[src/rtl/adc_frame_pkg.sv]
// Shared constants and state encoding for the serial converter readout controller.
// Assumes a frame of LEAD_BITS zero bits followed by DATA_BITS data bits, MSB first.
package adc_frame_pkg;
    localparam int unsigned LEAD_BITS  = 4;
    localparam int unsigned DATA_BITS  = 12;
    localparam int unsigned FRAME_BITS = LEAD_BITS + DATA_BITS;

    typedef enum logic [2:0] {
        ST_READY,
        ST_SETUP,
        ST_SHIFT,
        ST_TAIL,
        ST_GAP
    } fsm_t;
endpackage

[src/rtl/adc_sclk_div.sv]
// Half-period tick generator for the serial clock.
// Emits a one-cycle tick every HALF_DIV cycles while run is high; restarts when run is low.
// Assumes HALF_DIV >= 1.
module adc_sclk_div #(
    parameter int unsigned HALF_DIV = 2
) (
    input  logic clk,
    input  logic rst_n,
    input  logic run,
    output logic tick
);
    localparam int unsigned CW = (HALF_DIV > 1) ? $clog2(HALF_DIV) : 1;
    localparam logic [CW-1:0] LAST = CW'(HALF_DIV - 1);

    logic [CW-1:0] cnt;

    assign tick = run && (cnt == LAST);

    // Count system cycles within one serial clock phase.
    always_ff @(posedge clk) begin
        if (!rst_n || !run || tick) begin
            cnt <= '0;
        end else begin
            cnt <= cnt + 1'b1;
        end
    end
endmodule

[src/rtl/adc_rx_shift.sv]
// Serial-in receive register for one frame.
// Shifts din in at each shift_en; splits the word into data bits and a leading-bit error flag.
// Assumes the caller clears it at frame launch and pulses shift_en once per rising serial edge.
module adc_rx_shift #(
    parameter int unsigned LEAD_BITS = 4,
    parameter int unsigned DATA_BITS = 12
) (
    input  logic                 clk,
    input  logic                 rst_n,
    input  logic                 clear,
    input  logic                 shift_en,
    input  logic                 din,
    output logic [DATA_BITS-1:0] data,
    output logic                 lead_err
);
    localparam int unsigned FW = LEAD_BITS + DATA_BITS;

    logic [FW-1:0] sh;

    // Collect frame bits, first received bit ends up in the top position.
    always_ff @(posedge clk) begin
        if (!rst_n || clear) begin
            sh <= '0;
        end else if (shift_en) begin
            sh <= {sh[FW-2:0], din};
        end
    end

    assign data     = sh[DATA_BITS-1:0];
    assign lead_err = |sh[FW-1:DATA_BITS];
endmodule

[src/rtl/adc_req_gate.sv]
// Frame request holder with optional free-running rate timer.
// Merges any number of requests into one pending flag, cleared when a frame is launched.
// Assumes RATE_CYC >= 1; the timer restarts from zero whenever auto_en is low.
module adc_req_gate #(
    parameter int unsigned RATE_CYC = 100
) (
    input  logic clk,
    input  logic rst_n,
    input  logic start,
    input  logic auto_en,
    input  logic take,
    output logic pend
);
    localparam int unsigned RW = (RATE_CYC > 1) ? $clog2(RATE_CYC) : 1;
    localparam logic [RW-1:0] RLAST = RW'(RATE_CYC - 1);

    logic [RW-1:0] rate_cnt;
    logic          rate_hit;

    assign rate_hit = auto_en && (rate_cnt == RLAST);

    // Free-running sample-rate timer.
    always_ff @(posedge clk) begin
        if (!rst_n || !auto_en || rate_hit) begin
            rate_cnt <= '0;
        end else begin
            rate_cnt <= rate_cnt + 1'b1;
        end
    end

    // Hold a request until the frame sequencer takes it.
    always_ff @(posedge clk) begin
        if (!rst_n) begin
            pend <= 1'b0;
        end else begin
            pend <= (pend | start | rate_hit) & ~take;
        end
    end
endmodule

[src/rtl/adc_frame_ctrl.sv]
// Readout controller for a self-powering-down serial SAR converter.
// Runs setup, 16-period shift, tail and idle-gap phases; delivers a 12-bit sample with a strobe.
// Assumes SETUP_CYC >= 1, IDLE_CYC >= 1, HALF_DIV >= 1; all intervals are in system cycles.
module adc_frame_ctrl
    import adc_frame_pkg::*;
#(
    parameter int unsigned HALF_DIV  = 2,
    parameter int unsigned SETUP_CYC = 2,
    parameter int unsigned IDLE_CYC  = 10,
    parameter int unsigned RATE_CYC  = 100
) (
    input  logic                 clk,
    input  logic                 rst_n,
    input  logic                 start_i,
    input  logic                 auto_en_i,
    input  logic                 sdata_i,
    output logic                 cs_n_o,
    output logic                 sclk_o,
    output logic [DATA_BITS-1:0] sample_o,
    output logic                 sample_valid_o,
    output logic                 frame_err_o
);
    localparam int unsigned MAXC  = (SETUP_CYC > IDLE_CYC) ? SETUP_CYC : IDLE_CYC;
    localparam int unsigned CNT_W = $clog2(MAXC + 1);
    localparam int unsigned BIT_W = $clog2(FRAME_BITS);
    localparam logic [CNT_W-1:0] SETUP_LAST = CNT_W'(SETUP_CYC - 1);
    localparam logic [CNT_W-1:0] IDLE_LAST  = CNT_W'(IDLE_CYC - 1);
    localparam logic [BIT_W-1:0] BIT_LAST   = BIT_W'(FRAME_BITS - 1);

    fsm_t                 state;
    logic [CNT_W-1:0]     cnt;
    logic [BIT_W-1:0]     bitc;
    logic                 cs_q, sclk_q, valid_q, err_q;
    logic [DATA_BITS-1:0] sample_q;
    logic                 pend, take, tick, div_run, shift_en;
    logic [DATA_BITS-1:0] rx_data;
    logic                 rx_err;

    assign take     = (state == ST_READY) && pend;
    assign div_run  = (state == ST_SHIFT) || (state == ST_TAIL);
    assign shift_en = (state == ST_SHIFT) && tick && !sclk_q;

    adc_req_gate #(.RATE_CYC(RATE_CYC)) u_req (
        .clk(clk), .rst_n(rst_n), .start(start_i), .auto_en(auto_en_i),
        .take(take), .pend(pend)
    );

    adc_sclk_div #(.HALF_DIV(HALF_DIV)) u_div (
        .clk(clk), .rst_n(rst_n), .run(div_run), .tick(tick)
    );

    adc_rx_shift #(.LEAD_BITS(LEAD_BITS), .DATA_BITS(DATA_BITS)) u_rx (
        .clk(clk), .rst_n(rst_n), .clear(take), .shift_en(shift_en),
        .din(sdata_i), .data(rx_data), .lead_err(rx_err)
    );

    // Frame sequencer: select, serial clock edges, sample hand-off and idle gap.
    always_ff @(posedge clk) begin
        if (!rst_n) begin
            state    <= ST_READY;
            cnt      <= '0;
            bitc     <= '0;
            cs_q     <= 1'b1;
            sclk_q   <= 1'b1;
            valid_q  <= 1'b0;
            err_q    <= 1'b0;
            sample_q <= '0;
        end else begin
            valid_q <= 1'b0;
            unique case (state)
                ST_READY: begin
                    if (pend) begin
                        cs_q  <= 1'b0;
                        cnt   <= '0;
                        state <= ST_SETUP;
                    end
                end
                ST_SETUP: begin
                    if (cnt == SETUP_LAST) begin
                        sclk_q <= 1'b0;
                        bitc   <= '0;
                        state  <= ST_SHIFT;
                    end else begin
                        cnt <= cnt + 1'b1;
                    end
                end
                ST_SHIFT: begin
                    if (tick) begin
                        if (!sclk_q) begin
                            sclk_q <= 1'b1;
                            if (bitc == BIT_LAST) begin
                                state <= ST_TAIL;
                            end else begin
                                bitc <= bitc + 1'b1;
                            end
                        end else begin
                            sclk_q <= 1'b0;
                        end
                    end
                end
                ST_TAIL: begin
                    if (tick) begin
                        cs_q     <= 1'b1;
                        valid_q  <= 1'b1;
                        sample_q <= rx_data;
                        err_q    <= rx_err;
                        cnt      <= '0;
                        state    <= ST_GAP;
                    end
                end
                ST_GAP: begin
                    if (cnt == IDLE_LAST) begin
                        state <= ST_READY;
                    end else begin
                        cnt <= cnt + 1'b1;
                    end
                end
                default: state <= ST_READY;
            endcase
        end
    end

    assign cs_n_o         = cs_q;
    assign sclk_o         = sclk_q;
    assign sample_o       = sample_q;
    assign sample_valid_o = valid_q;
    assign frame_err_o    = err_q;
endmodule

[config.mk]
export PLATFORM = sky130hd
export DESIGN_NAME = adc_frame_ctrl
export DESIGN_NICKNAME = d
export VERILOG_FILES = /design/src/rtl/adc_frame_pkg.sv /design/src/rtl/adc_sclk_div.sv /design/src/rtl/adc_rx_shift.sv /design/src/rtl/adc_req_gate.sv /design/src/rtl/adc_frame_ctrl.sv
export SDC_FILE = /design/constraint.sdc
export NUM_CORES = 1
export LEC_CHECK = 0
export ABC_AREA = 1
export BUFFER_PORTS_ARGS = -buffer_cell sky130_fd_sc_hd__buf_2
export CAP_MARGIN = 20
export CORE_MARGIN = 10
export CORE_UTILIZATION = 55
export DETAILED_ROUTE_END_ITERATION = 12
export PLACE_DENSITY = 0.71
export SLEW_MARGIN = 20
export SYNTH_ARGS = -nofsm -noshare
export SYNTH_HDL_FRONTEND = slang
export SYNTH_HIERARCHICAL = 1
export SYNTH_SLANG_ARGS = --single-unit
export TNS_END_PERCENT = 50
[constraint.sdc]
create_clock -name clk -period 5.2 [get_ports clk]
set_input_delay 1.04 -clock clk [delete_from_list [all_inputs] [get_ports clk]]
set_output_delay 1.04 -clock clk [all_outputs]
set_load 0.005 [all_outputs]
==> out/qor.log <==
qor: pwr.power_switching 0.0003885 W
qor: synth.sequential_cell_area_fraction_in_the_yosys_report 0.4145
qor: synth.yosys_register_bits 52
qor: clocking.worstSkewPairLatency 300 ps
qor: grt.grt_start_max_net_pins 19
qor: floorplanning.core_area 4384 um^2
qor: sta.final-max-slew-violation-count 0
qor: cells_and_area.seq_area 1041 um^2
qor: worst_setup_path.critical_path.endpoint_type flip-flop
qor: placement.globalplace.congestion 0.7871
qor: worst_setup_path.critical_path.cell_chain nand2_2 > o21ai_0 > nand2_1 > inv_1 > inv_1 > nor3_2 > buf_4 > inv_8 > nand2_1 > a21oi_1
qor: floorplanning.std_cell_rows 24
qor: clocking.cts-buffers-inserted 5
qor: pwr.swShare 0.3485
qor: drt.drt-total-wl 4648 um
qor: cells_and_area.post-route-util 0.6056
qor: drt.wl_per_cell 12.04 um
qor: clocking.number_of_buffers_between_clock_root_and_the_deepest_sink 2
qor: synth.mappedNetlistArea 2511 um^2
qor: clocking.htree_num_levels 2
qor: synth.syn-mean-instance-area 7.703 um^2
qor: sta.fin_worst_skew 4.232 ps
qor: placement.place_hpwl 3272 um
qor: cells_and_area.multiInputGateArea 1199 um^2
qor: floorplanning.floorplan.die_area 7669 um^2
qor: grt.grtUsageMet2 0.2063
qor: cells_and_area.num-fill-cells 405
qor: drt.drtAntennaViolNets 0
qor: clocking.cts-resized-gates 0
qor: sta.max_freq 427.3 MHz
qor: grt.grt_pass1_vias 1,893
qor: floorplanning.ports_placed_on_the_boundary 21
qor: worst_setup_path.reg_to_reg_critical_path_startpoint state[1]
qor: status.outcome finished clean
qor: sta.tightest_slew 513.2 ps
qor: placement.place.port_buffers 20
qor: sta.post-route-period-util 0.4501
qor: worst_setup_path.path_class flip-flop to flip-flop
qor: worst_setup_path.data_arrival_time_of_the_critical_path 2510 ps
qor: cells_and_area.final_net_count 342
qor: worst_setup_path.critical_path.startpoint state[1]
qor: pwr.max-vdd-ir-drop 269.2 uV
qor: min_path.worst_hold_startpoint u_div/cnt
qor: sta.final_hold_violation_count 0
qor: grt.gr-usage-met1 0.1754
qor: floorplanning.floorplan.initialDensity 0.5728
qor: clocking.root_buffer_cell clkbuf_8
qor: cells_and_area.area_delta_synth_final 5.730%
qor: clocking.worst_setup_hold_path_clk_slew 90 ps
qor: grt.wire_length_of_the_first_global_routing_pass 8390 um
qor: grt.antenna_found_initial 0
qor: floorplanning.die_h 87.57 um
qor: pwr.p_seq_frac 0.428
qor: sta.rsz0062_at_grt false
qor: worst_setup_path.critPathLaunchType flip-flop
qor: synth.synthesis.nets 335
qor: clocking.cts_hold_repair.buffers 0
qor: synth.netlist-cell-type-count 33
qor: drt.drt-initial-drc-count 72
qor: clocking.tritoncts_num_sinks 52
qor: sta.worst_slew_margin_rel 0.6557
qor: cells_and_area.num_antenna_cells 0
qor: grt.global_routing_s_busiest_layer met2
qor: clocking.postCtsSetupBuffers 0
qor: pwr.power.combinational.fraction 0.306
qor: worst_setup_path.timing.critical_path.slowest_stage_cell dfxtp_1
qor: worst_setup_path.worst_path_largest_cell_delay 530 ps
qor: pwr.p_int 0.0007261 W
qor: grt.gr-usage-met3 0.03435
qor: drt.residual_drc_count 0
qor: sta.report.final.setup_viol 0
qor: worst_setup_path.critical_path.max_fanout 18
qor: grt.globalRouteTotalUtil 0.1324
qor: synth.synthesis.instances 326
qor: sta.finalWorstPathRequiredPeriod 2340 ps
qor: worst_setup_path.required 5370 ps
qor: synth.synthesis_warning_total 6
qor: grt.grt_remaining_overflow 0
qor: floorplanning.die_w 87.57 um
qor: drt.routed-via-count 1,944
qor: clocking.tritoncts built
qor: min_path.hp-class flip-flop to flip-flop
qor: sta.tns 0 ps
qor: drt.routed_via_density 5.036
qor: pwr.cellPowerDensity 419.8 nW/um^2
qor: pwr.power.clock.fraction 0.267
qor: cells_and_area.drive_above_1_share 0.2395
qor: drt.drt-pass1-iter-count 4
qor: pwr.power.static_leakage 1.065 nW
qor: job.cap_violations 0
[metal layers]
metal	vias up	wire length (um)	part of all wire
met2	15	2157	0.46
met3	4	157	0.034
met4	0	34	0.0073
met5	-	0	0
met1	882	2299	0.49
li1	1043	-	-
[area by class of cell]
type                       count  area share
multi-input combinational    224      0.4515
timing repair buffer          21     0.04053
inverter                      29     0.04383
sequential                    52      0.3921
clock buffer                   7     0.03629
tap                           52     0.02451
clock inverter                 1     0.01131
[layout by cell type (no fill, tap or decap), types with 2 or more instances in the layout]
master and n:
a21oi_1 26, nand2_2 22, nand2_1 66, nor2_1 33
xnor2_1 2, a21oi_2 13, o21ai_0 4, nor3_1 2
xor2_1 3, nor2_4 4, nand2_4 2, ha_1 4
clkbuf_8 7, nor2_2 3, dfxtp_1 52, nand4_1 2
inv_2 3, nand3_1 29, inv_1 24, buf_2 20
[synthesized netlist by cell type (all sizes together)]
cell type  number  area (um^2)
a21oi          39        244.0
a31o            1        8.760
and2            1        6.260
buf            19        152.7
clkbuf          2        7.510
clkinv          1        3.750
dfxtp          52         1041
ha              4        50.05
inv            28        112.6
nand2          90        407.9
nand3          30        162.7
nand3b          1        7.510
nand4           2        12.51
nor2           40        187.7
nor3            3        15.01
o211ai          1        7.510
o21a            1        7.510
o21ai           5        25.02
o21bai          1        7.510
xnor2           2        17.52
xor2            3        26.28
[stage by stage]
step	setup slack (ps)	hold slack (ps)	cells	cell area, um^2	total power (W)
floorplan	3341	402.6	326	2511	0.0007629
global placement	2942	415.1	378	2529	0.0008210
detailed placement	2908	416.5	378	2529	0.0008261
CTS	2888	433.2	386	2655	0.001125
global route	2554	448.9	386	2655	0.001206
finish	2860	429.3	386	2655	0.001115
[final timing paths]
| check | to | slack, ps | cells after the start |
|---|---|---|---|
| max reg2reg | u_rx/sh[14] | 2860 | 10 |
| min reg2reg | u_div/cnt | 430 | 1 |
| max | u_rx/sh[14] | 2860 | 10 |
| min | u_div/cnt | 430 | 1 |
[cells by family (layout without fill, tap and decap cells)]
| logic type | after synthesis | count (layout) | synth area share |
|---|---|---|---|
| xor+xnor | 5 | 5 | 0.01744 |
| compound gates | 48 | 48 | 0.1196 |
| buf+inv | 50 | 58 | 0.1101 |
| simple gates | 167 | 167 | 0.3184 |
| fa+ha+maj | 4 | 4 | 0.01993 |
| flops | 52 | 52 | 0.4145 |
[sequential cells by signal (all words and copies together), names as in the netlist, 3 cells and up]
| signal | count |
|---|---|
| u_rx/sh | 16 |
| sample_o | 12 |
| u_req/rate_cnt | 7 |
| bitc | 4 |
| cnt | 4 |
| state | 3 |
[critical path, delay by kind of cell (launching register included)]
family                 cells  cell delay [ps]
AO/OA/AOI/OAI              2              290
flip-flops                 1              530
buffers and inverters      4              910
AND/OR/NAND/NOR            4              450
[power groups by stage]
stage | Combinational, W | Clock [W] | Sequential, W
floorplan | 0.000286 | 0 | 0.000477
global placement | 0.000336 | 0 | 0.000485
detailed placement | 0.000340 | 0 | 0.000486
CTS | 0.000341 | 0.000307 | 0.000477
global route | 0.000401 | 0.000321 | 0.000484
finish | 0.000341 | 0.000297 | 0.000477
(Power assumes the default switching activity.)
